--- config.mk ---
export PLATFORM = sky130hd
export DESIGN_NAME = rmii_tx_serializer
export DESIGN_NICKNAME = d
export VERILOG_FILES = /design/src/rtl/rmii_tx_pkg.sv /design/src/rtl/rmii_tx_prescaler.sv /design/src/rtl/rmii_tx_speed_latch.sv /design/src/rtl/rmii_tx_lane.sv /design/src/rtl/rmii_tx_serializer.sv
export SDC_FILE = /design/constraint.sdc
export NUM_CORES = 1
export LEC_CHECK = 0
export ABC_AREA = 1
export BUFFER_PORTS_ARGS = -buffer_cell sky130_fd_sc_hd__buf_2
export CAP_MARGIN = 10
export CORE_MARGIN = 2
export CORE_UTILIZATION = 52
export DETAILED_ROUTE_END_ITERATION = 12
export PLACE_DENSITY = 0.75
export SYNTH_ARGS = -nofsm -noshare
export SYNTH_HDL_FRONTEND = slang
export SYNTH_SLANG_ARGS = --single-unit
--- constraint.sdc ---
create_clock -name clk -period 1.6 [get_ports clk]
set_input_delay 0.24 -clock clk [delete_from_list [all_inputs] [get_ports clk]]
set_output_delay 0.24 -clock clk [all_outputs]
set_load 0.02 [all_outputs]
--- src/rtl/rmii_tx_pkg.sv ---
package rmii_tx_pkg;
  typedef logic [1:0] dibit_t;

  // Symbol number idx (0 goes first) of a byte.
  function automatic dibit_t dibit_of(input logic [7:0] b, input logic [1:0] idx);
    return b[{idx, 1'b0} +: 2];
  endfunction

  // Symbols per byte minus one: the index of the final symbol.
  localparam logic [1:0] LAST_SYM = 2'd3;
endpackage

--- src/rtl/rmii_tx_prescaler.sv ---
module rmii_tx_prescaler #(
  parameter int DIV = 10
) (
  input  logic clk,
  input  logic rst_n,
  output logic tick
);
  localparam int CW = (DIV > 1) ? $clog2(DIV) : 1;
  localparam logic [CW-1:0] TOP = CW'(DIV - 1);

  logic [CW-1:0] cnt_q;

  // Free running: never cleared by frame activity.
  always_ff @(posedge clk) begin
    if (!rst_n)           cnt_q <= '0;
    else if (cnt_q == TOP) cnt_q <= '0;
    else                  cnt_q <= cnt_q + 1'b1;
  end

  assign tick = (cnt_q == TOP);
endmodule

--- src/rtl/rmii_tx_speed_latch.sv ---
module rmii_tx_speed_latch (
  input  logic clk,
  input  logic rst_n,
  input  logic busy,
  input  logic slow_req,
  output logic slow_q
);
  // The requested speed passes through only between frames.
  always_ff @(posedge clk) begin
    if (!rst_n)     slow_q <= 1'b0;
    else if (!busy) slow_q <= slow_req;
  end
endmodule

--- src/rtl/rmii_tx_lane.sv ---
module rmii_tx_lane
  import rmii_tx_pkg::*;
(
  input  logic       clk,
  input  logic       rst_n,
  input  logic       adv,
  input  logic [7:0] in_data,
  input  logic       in_valid,
  input  logic       in_last,
  output logic       in_ready,
  output dibit_t     txd,
  output logic       tx_en,
  output logic       underrun_err
);
  logic       act_q;
  logic [1:0] sym_q;
  logic [7:0] byte_q;
  logic       last_q;
  logic       err_q;

  logic on_final_sym;
  logic need_byte;

  assign on_final_sym = act_q && (sym_q == LAST_SYM);
  assign need_byte    = !act_q || (on_final_sym && !last_q);
  assign in_ready     = adv && need_byte;

  always_ff @(posedge clk) begin
    if (!rst_n) begin
      act_q  <= 1'b0;
      sym_q  <= '0;
      byte_q <= '0;
      last_q <= 1'b0;
      err_q  <= 1'b0;
    end else if (adv) begin
      if (need_byte) begin
        if (in_valid) begin
          act_q  <= 1'b1;
          sym_q  <= '0;
          byte_q <= in_data;
          last_q <= in_last;
        end else if (act_q) begin
          act_q <= 1'b0;   // underrun
          err_q <= 1'b1;
        end
      end else if (on_final_sym) begin
        act_q <= 1'b0;     // final symbol of last byte done
      end else if (act_q) begin
        sym_q <= sym_q + 1'b1;
      end
    end
  end

  assign txd          = act_q ? dibit_of(byte_q, sym_q) : 2'b00;
  assign tx_en        = act_q;
  assign underrun_err = err_q;
endmodule

--- src/rtl/rmii_tx_serializer.sv ---
module rmii_tx_serializer #(
  parameter int DIV = 10
) (
  input  logic       clk,
  input  logic       rst_n,
  input  logic       slow_mode,
  input  logic [7:0] in_data,
  input  logic       in_valid,
  input  logic       in_last,
  output logic       in_ready,
  output logic [1:0] txd,
  output logic       tx_en,
  output logic       underrun_err
);
  logic tick;
  logic frame_slow;
  logic adv;

  rmii_tx_prescaler #(.DIV(DIV)) u_div (
    .clk  (clk),
    .rst_n(rst_n),
    .tick (tick)
  );

  rmii_tx_speed_latch u_spd (
    .clk     (clk),
    .rst_n   (rst_n),
    .busy    (tx_en),
    .slow_req(slow_mode),
    .slow_q  (frame_slow)
  );

  assign adv = frame_slow ? tick : 1'b1;

  rmii_tx_lane u_lane (
    .clk         (clk),
    .rst_n       (rst_n),
    .adv         (adv),
    .in_data     (in_data),
    .in_valid    (in_valid),
    .in_last     (in_last),
    .in_ready    (in_ready),
    .txd         (txd),
    .tx_en       (tx_en),
    .underrun_err(underrun_err)
  );
endmodule

==> results of run 1 <==
## worst min-delay path: stages
cell and delay (ns):
buf_2 0.07, nor2_1 0.03, nor2_1 0.08
## metal layers
layer	vias to the layer above	track usage, %	routed length [um]
li1	432	-	-
met4	0	10.6	29
met5	-	0	0
met3	5	3.60	69
met2	20	32.3	867
met1	352	24.1	784
## worst max path at each step
stage,endpoint,start,cells past startpoint,slack (ns)
CTS,in_ready,u_lane.sym_q[1],6,-0.002
finish,txd[0],u_lane.sym_q[0],6,0.03
global placement,u_lane.sym_q[1],u_lane.sym_q[1],6,0.23
floorplan,u_lane.sym_q[1],u_lane.sym_q[0],7,0.25
global route,txd[1],u_lane.sym_q[0],6,-0.02
detailed placement,u_lane.sym_q[1],u_lane.sym_q[1],6,0.17
## registers in the layout (all words and copies together), names as in the netlist
| register | flops |
|---|---|
| u_lane.tx_en | 1 |
| u_lane.underrun_err | 1 |
| u_lane.sym_q | 2 |
| u_lane.last_q | 1 |
| u_spd.slow_q | 1 |
| u_div.cnt_q | 4 |
| u_lane.byte_q | 8 |
## report_power, final
group | switching, uW | internal [uW] | total [uW]
Combinational | 155 | 114 | 268
Sequential | 38.2 | 493 | 531
Clock | 135 | 87.6 | 223
## layout by cell type, fill, tap and decap left out, types with 2 or more instances in the layout
| cell type | count |
|---|---|
| nand3_1 | 3 |
| inv_1 | 15 |
| nor2_1 | 27 |
| dfxtp_1 | 14 |
| a21oi_2 | 3 |
| ha_1 | 2 |
| o21ai_1 | 3 |
| a31oi_1 | 2 |
| buf_2 | 14 |
| a21oi_1 | 7 |
| buf_4 | 7 |
| clkbuf_4 | 3 |
| dfxtp_2 | 3 |
| nand2_1 | 29 |
| inv_2 | 3 |
## cell type report
type,count,share of cell area [%]
repair buffers,22,12.5
inverters,19,7.13
clock buffers,3,2.10
flip-flops and latches,18,34.3
well taps,16,1.87
multi-input cells,86,42.1
## logic make-up after synthesis
kind of cell | count (synthesis)
buffers and inverters | 22
flip-flops | 18
XOR/XNOR | 1
AO/OA/AOI/OAI | 17
adder cells (fa/ha/maj) | 3
AND/OR/NAND/NOR | 65
## timing repair
action                     in CTS  in global routing
pin swaps                       1                  7
setup buffers                   0                  4
hold endpoints to repair        0                  0
setup endpoints to repair       3                  3
resized for setup               7                 10
hold buffers                    0                  0
## through the flow
| stage | std cells | power [uW] | setup TNS, ns |
|---|---|---|---|
| floorplan | 126 | 709 | 0 |
| global route | 164 | 1090 | -0.0496 |
| global placement | 157 | 757 | 0 |
| detailed placement | 157 | 767 | 0 |
| CTS | 160 | 997 | -0.00186 |
| finish | 164 | 1020 | 0 |
==> impl_metrics.json, run 1 <==
{
  "critical_path.top_delay_family": "flip-flops",
  "drtIter0Drc": 8,
  "ys.flop_type": "dfxtp_1",
  "clock_latency_ns": 0.29,
  "fin_hold_ws_ns": 0.161,
  "path_cells": "buf_6, inv_6, a21oi_2, o21ai_1, a21oi_1, buf_4",
  "synth_nets": 142,
  "period_share_pct": 98.4,
  "port_buffers": 17,
  "synth_edf_count": 0,
  "die_area_mm2": 0.00204,
  "r2r_cells": 7,
  "crit_required_ns": 1.36,
  "cpPeakStageDelay_ns": 0.38,
  "ys_seq_area_share_pct": 40.9,
  "finalMaxSlewViolations": 0,
  "synth_area_per_cell_um2": 6.99,
  "crit_arrival_ns": 1.33,
  "die_y_um": 45.2,
  "cts_buffer_depth": 2,
  "multi_input_area_um2": 450,
  "ys_warn_count": 0,
  "viasPerCell": 4.93,
  "hold_start": "in_data[6]",
  "r2r-end": "u_lane.sym_q[1]",
  "synth_compound_area_share_pct": 11.6,
  "synth_top_area_share_pct": 40.9,
  "setup_viol": 0,
  "vias": 809,
  "synth_common_cells": "29 x nand2_1, 27 x nor2_1, 18 x dfxtp_1",
  "post-route-drc-count": 0,
  "die_w_um": 45.2,
  "ant_nets": 0,
  "wl_um": 1750,
  "yosysMostFrequentCell": "nand2_1",
  "wl_per_cell_um": 10.7,
  "io_pins": 18,
  "yosysTopAreaCell": "dfxtp_1",
  "overflow": 0,
  "rrSetupSlack_ns": 0.16,
  "hp-class": "input port to flip-flop",
  "drt_pass1_iterations": 4,
  "crit_buf_inv": 3,
  "htreeDepth": 1,
  "preCtsSetupSlack_ns": 0.165,
  "synthSimpleGateAreaFrac_pct": 31.4,
  "holdPathEnd": "u_lane.byte_q[6]",
  "clk_pin_slew_worst_paths_ns": 0.10,
  "worstMarginPinSlew_ns": 0.311,
  "root_buffer": "clkbuf_4",
  "ir_worst_vdd_v": 0.000652,
  "place_area_um2": 970,
  "p_per_area_mw_per_mm2": 955,
  "grt_pass1_wl_um": 2900,
  "cts_tree": "yes",
  "hpwl_um": 1240,
  "cts_buffers": 3,
  "min_path_cells": 3,
  "synth_fa_ha_area_share_pct": 4.26,
  "r2r_start": "u_lane.sym_q[1]",
  "grt_pass1_vias": 742,
  "initial_core_util_pct": 57.1,
  "rsz0062_at_grt": "true",
  "max_slew_margin_pct": 79.2,
  "num-nets-final": 166,
  "synth_xor_area_share_pct": 0.994,
  "cp_slowest_cell": "dfxtp_4",
  "critPathKind": "flip-flop to output pin",
  "track_usage_pct": 19.6,
  "antenna_found_initial": 0,
  "layout-drive-gt1-share_pct": 27.7,
  "num-fill-cells": 128,
  "fin_util_pct": 69.5,
  "num_rows": 14,
  "synthMuxAreaShare_pct": 0,
  "worstSetupStartpointType": "flip-flop",
  "final_hold_viol_count": 0,
  "power_leakage_uw": 0.000525,
  "synth_top_family_by_area": "simple AND/OR/NAND/NOR gates",
  "setup_ws_ns": 0.0251,
  "cap_violations": 0,
  "end_kind": "output pin",
  "fin_worst_skew_ns": 0.00255,
  "outcome": "complete, no violations",
  "syn_inst": 126,
  "yosysUniqueCellTypes": 23,
  "core-area_mm2": 0.00154,
  "grt_max_degree": 23,
  "num_antenna_cells": 0,
  "final_area_mm2": 0.00107,
  "seqCellArea_um2": 368,
  "async_flop_share_pct": 0,
  "crit_fanout": 6,
  "max_freq_mhz": 635,
  "min_period_ns": 1.57,
  "gp_congestion": 0.749,
  "clock-sinks": 18,
  "syn2layout_area_growth_pct": 21.6,
  "yosys-top-cells-area": "dfxtp_1 41%, nand2_1 12%, nor2_1 12%, inv_1 6.4%, a21oi_1 5.1%",
  "synth-seq-cells": 18,
  "mappedNetlistArea_um2": 881
}
Note: power is estimated with default switching activity, not from simulation.
==> run 2: changes to the inputs <==
--- a/config.mk
+++ b/config.mk
@@ -5,11 +5,11 @@
 export SDC_FILE = /design/constraint.sdc
 export NUM_CORES = 1
 export LEC_CHECK = 0
-export ABC_AREA = 1
 export BUFFER_PORTS_ARGS = -buffer_cell sky130_fd_sc_hd__buf_2
 export CAP_MARGIN = 10
 export CORE_MARGIN = 2
 export CORE_UTILIZATION = 52
+export CTS_CLUSTER_SIZE = 24
 export DETAILED_ROUTE_END_ITERATION = 12
 export PLACE_DENSITY = 0.75
 export SYNTH_ARGS = -nofsm -noshare
==> run 2 against run 1 <==
Compared with the run above:
- the run now ends with setup timing left
- clock-buffer cell count is 1 higher
- clock power is 30% higher
- flip-flop and latch count stayed put
- global-route usage is 1.9 points lower
- cell area is 4.9% higher
- synthesized area is 4.4% higher
- critical endpoint is now txd[1]
==> impl_metrics.json, run 2 <==
{
  "overflow": 0,
  "setup_viol": 3,
  "finalMaxSlewViolations": 0,
  "core-area_mm2": 0.00169,
  "clk_pin_slew_worst_paths_ns": 0.11,
  "r2r-end": "u_lane.byte_q[7]",
  "crit_required_ns": 1.36,
  "ys_warn_count": 0,
  "drt_pass1_iterations": 4,
  "gp_congestion": 0.724,
  "rsz0062_at_grt": "true",
  "fin_worst_skew_ns": 0.00605,
  "min_path_cells": 3,
  "drtIter0Drc": 5,
  "synth_top_area_share_pct": 39.2,
  "critical_path.startpoint": "u_lane.sym_q[0]",
  "holdPathEnd": "u_lane.byte_q[0]",
  "synth_common_cells": "24 x nand2_1, 18 x dfxtp_1, 12 x mux2i_1",
  "ys.flop_type": "dfxtp_1",
  "htreeDepth": 1,
  "final_hold_viol_count": 0,
  "yosysTopAreaCell": "dfxtp_1",
  "critPathKind": "flip-flop to output pin",
  "io_pins": 18,
  "hpwl_um": 1140,
  "root_buffer": "clkbuf_4",
  "synth_area_per_cell_um2": 9.78,
  "synth_edf_count": 0,
  "syn2layout_area_growth_pct": 22.2,
  "layout_commonest_cell": "nand2_1",
  "clock-sinks": 18,
  "yosysMostFrequentCell": "nand2_1",
  "max_freq_mhz": 580,
  "hp-class": "input port to flip-flop",
  "synth-seq-cells": 18,
  "antenna_found_initial": 0,
  "grt_pass1_wl_um": 2610,
  "die_w_um": 46.1,
  "clock_latency_ns": 0.30,
  "cts_buffers": 3,
  "tns_ns": -0.239,
  "end_kind": "output pin",
  "max_slew_margin_pct": 68.3,
  "async_flop_share_pct": 0,
  "port_buffers": 17,
  "preCtsSetupSlack_ns": 0.0338,
  "r2r_start": "u_lane.sym_q[0]",
  "track_usage_pct": 17.7,
  "num-nets-final": 133,
  "initial_core_util_pct": 54.4,
  "grt_pass1_vias": 624,
  "vias": 721,
  "p_per_area_mw_per_mm2": 880,
  "ir_worst_vdd_v": 0.000570,
  "rrSetupSlack_ns": 0.11,
  "viasPerCell": 5.42,
  "wl_per_cell_um": 13.0,
  "num_rows": 15,
  "synth_nets": 110,
  "fin_hold_ws_ns": 0.166,
  "yosys-top-cells-area": "dfxtp_1 39%, mux2i_1 13%, nand2_1 9.8%, mux4_2 4.9%, ha_1 4.1%",
  "reg.largest.list": "u_lane.byte_q (8), u_div.cnt_q (4), u_lane.sym_q (2)",
  "outcome": "finished, violations left",
  "cts_buffer_depth": 2,
  "grt_max_degree": 31,
  "mappedNetlistArea_um2": 920,
  "worstSetupStartpointType": "flip-flop",
  "syn_inst": 94,
  "ant_nets": 0,
  "violations": "setup timing",
  "num_antenna_cells": 0,
  "crit_fanout": 5,
  "ys_seq_area_share_pct": 39.2,
  "power.total_uw": 988,
  "num-fill-cells": 129,
  "die_area_mm2": 0.00212,
  "min_period_ns": 1.72,
  "wl_um": 1730,
  "largest_reg_flops": 8,
  "cts_tree": "yes",
  "die_y_um": 46.1,
  "setup_ws_ns": -0.123,
  "worstMarginPinSlew_ns": 0.476,
  "post-route-drc-count": 0,
  "yosysUniqueCellTypes": 27,
  "cap_violations": 0,
  "layout-drive-gt1-share_pct": 37.1,
  "regMostFlops": "u_lane.byte_q",
  "crit_arrival_ns": 1.48,
  "period_share_pct": 108,
  "r2r_cells": 5,
  "layout_common_cells": "24 x nand2_1, 15 x buf_2, 15 x dfxtp_1",
  "hold_start": "in_data[0]",
  "power_leakage_uw": 0.000508
}
run 2: cell types whose count changed in the layout (fill, tap and decap cells not counted), sizes merged, moves of 2 or more:
cell	change
a21boi	+5
a21oi	-10
a31oi	-2
and2	+2
inv	-17
mux2i	+12
mux4	+2
nand2	-6
nand2b	+2
nand3	-5
nand3b	+3
nor2	-25
nor2b	+3
o21ai	-3
run 2: cells by family (layout without fill, tap and decap cells):
logic type,count (synthesis),after routing,synth area share (%)
AND/OR/NAND/NOR,40,40,23.8
flip-flops,18,18,39.2
multiplexers,14,14,18.0
AO/OA/AOI/OAI,12,12,10.7
buffers and inverters,7,29,4.22
adder cells (fa/ha/maj),3,3,4.08
run 2: report_power, final:
part	switching, uW	internal (uW)	leakage [uW]
clock	152	139	0.0000210
combinational	80.5	102	0.000338
sequential	34.8	480	0.000149
run 2: worst max path at each step:
stage                                  end  slack (ns)  cells after the start
after global placement    u_lane.byte_q[3]        0.07                      5
after floorplan           u_lane.byte_q[0]        0.21                      5
after detailed placement  u_lane.byte_q[7]        0.03                      5
final                               txd[1]       -0.12                      3
after global routing                txd[1]       -0.17                      3
after CTS                           txd[1]       -0.15                      3
run 2: repair_timing:
item / in CTS / in global routing
endpoints found under the setup margin: 7 / 8
gates resized for setup: 15 / 1
pin swaps: 2 / 0
setup buffers: 1 / 0
hold buffers: 0 / 0
run 2: per-layer routing:
layer  global-route usage (%)  routed length [um]  vias to the layer above
met5                        0                   0                        -
met2                     27.8                 830                       20
met4                     11.4                  42                        0
met1                     21.3                 766                      327
met3                     4.71                  92                        5
li1                         -                   -                      369
run 2: worst max-delay path, stage by stage (launching register included):
cell,delay (ns)
dfxtp_4,0.39
mux4_2,0.49
and2_4,0.17
buf_6,0.12
run 2: final cells by class:
class | count | area [um2] | area share, %
inverter | 2 | 7.51 | 0.668
multi-input combinational | 69 | 543 | 48.3
sequential | 18 | 369 | 32.9
clock buffer | 4 | 36.3 | 3.23
timing repair buffer | 23 | 146 | 13.0
tap | 17 | 21.3 | 1.89
run 2: through the flow:
step                      util (%)  std cells  instance area [um2]
after floorplan                  -         94                  920
after global placement        61.1        128                 1030
after detailed placement      61.1        128                 1030
after CTS                     66.3        133                 1120
after global routing          66.5        133                 1120
final                         66.5        133                 1120
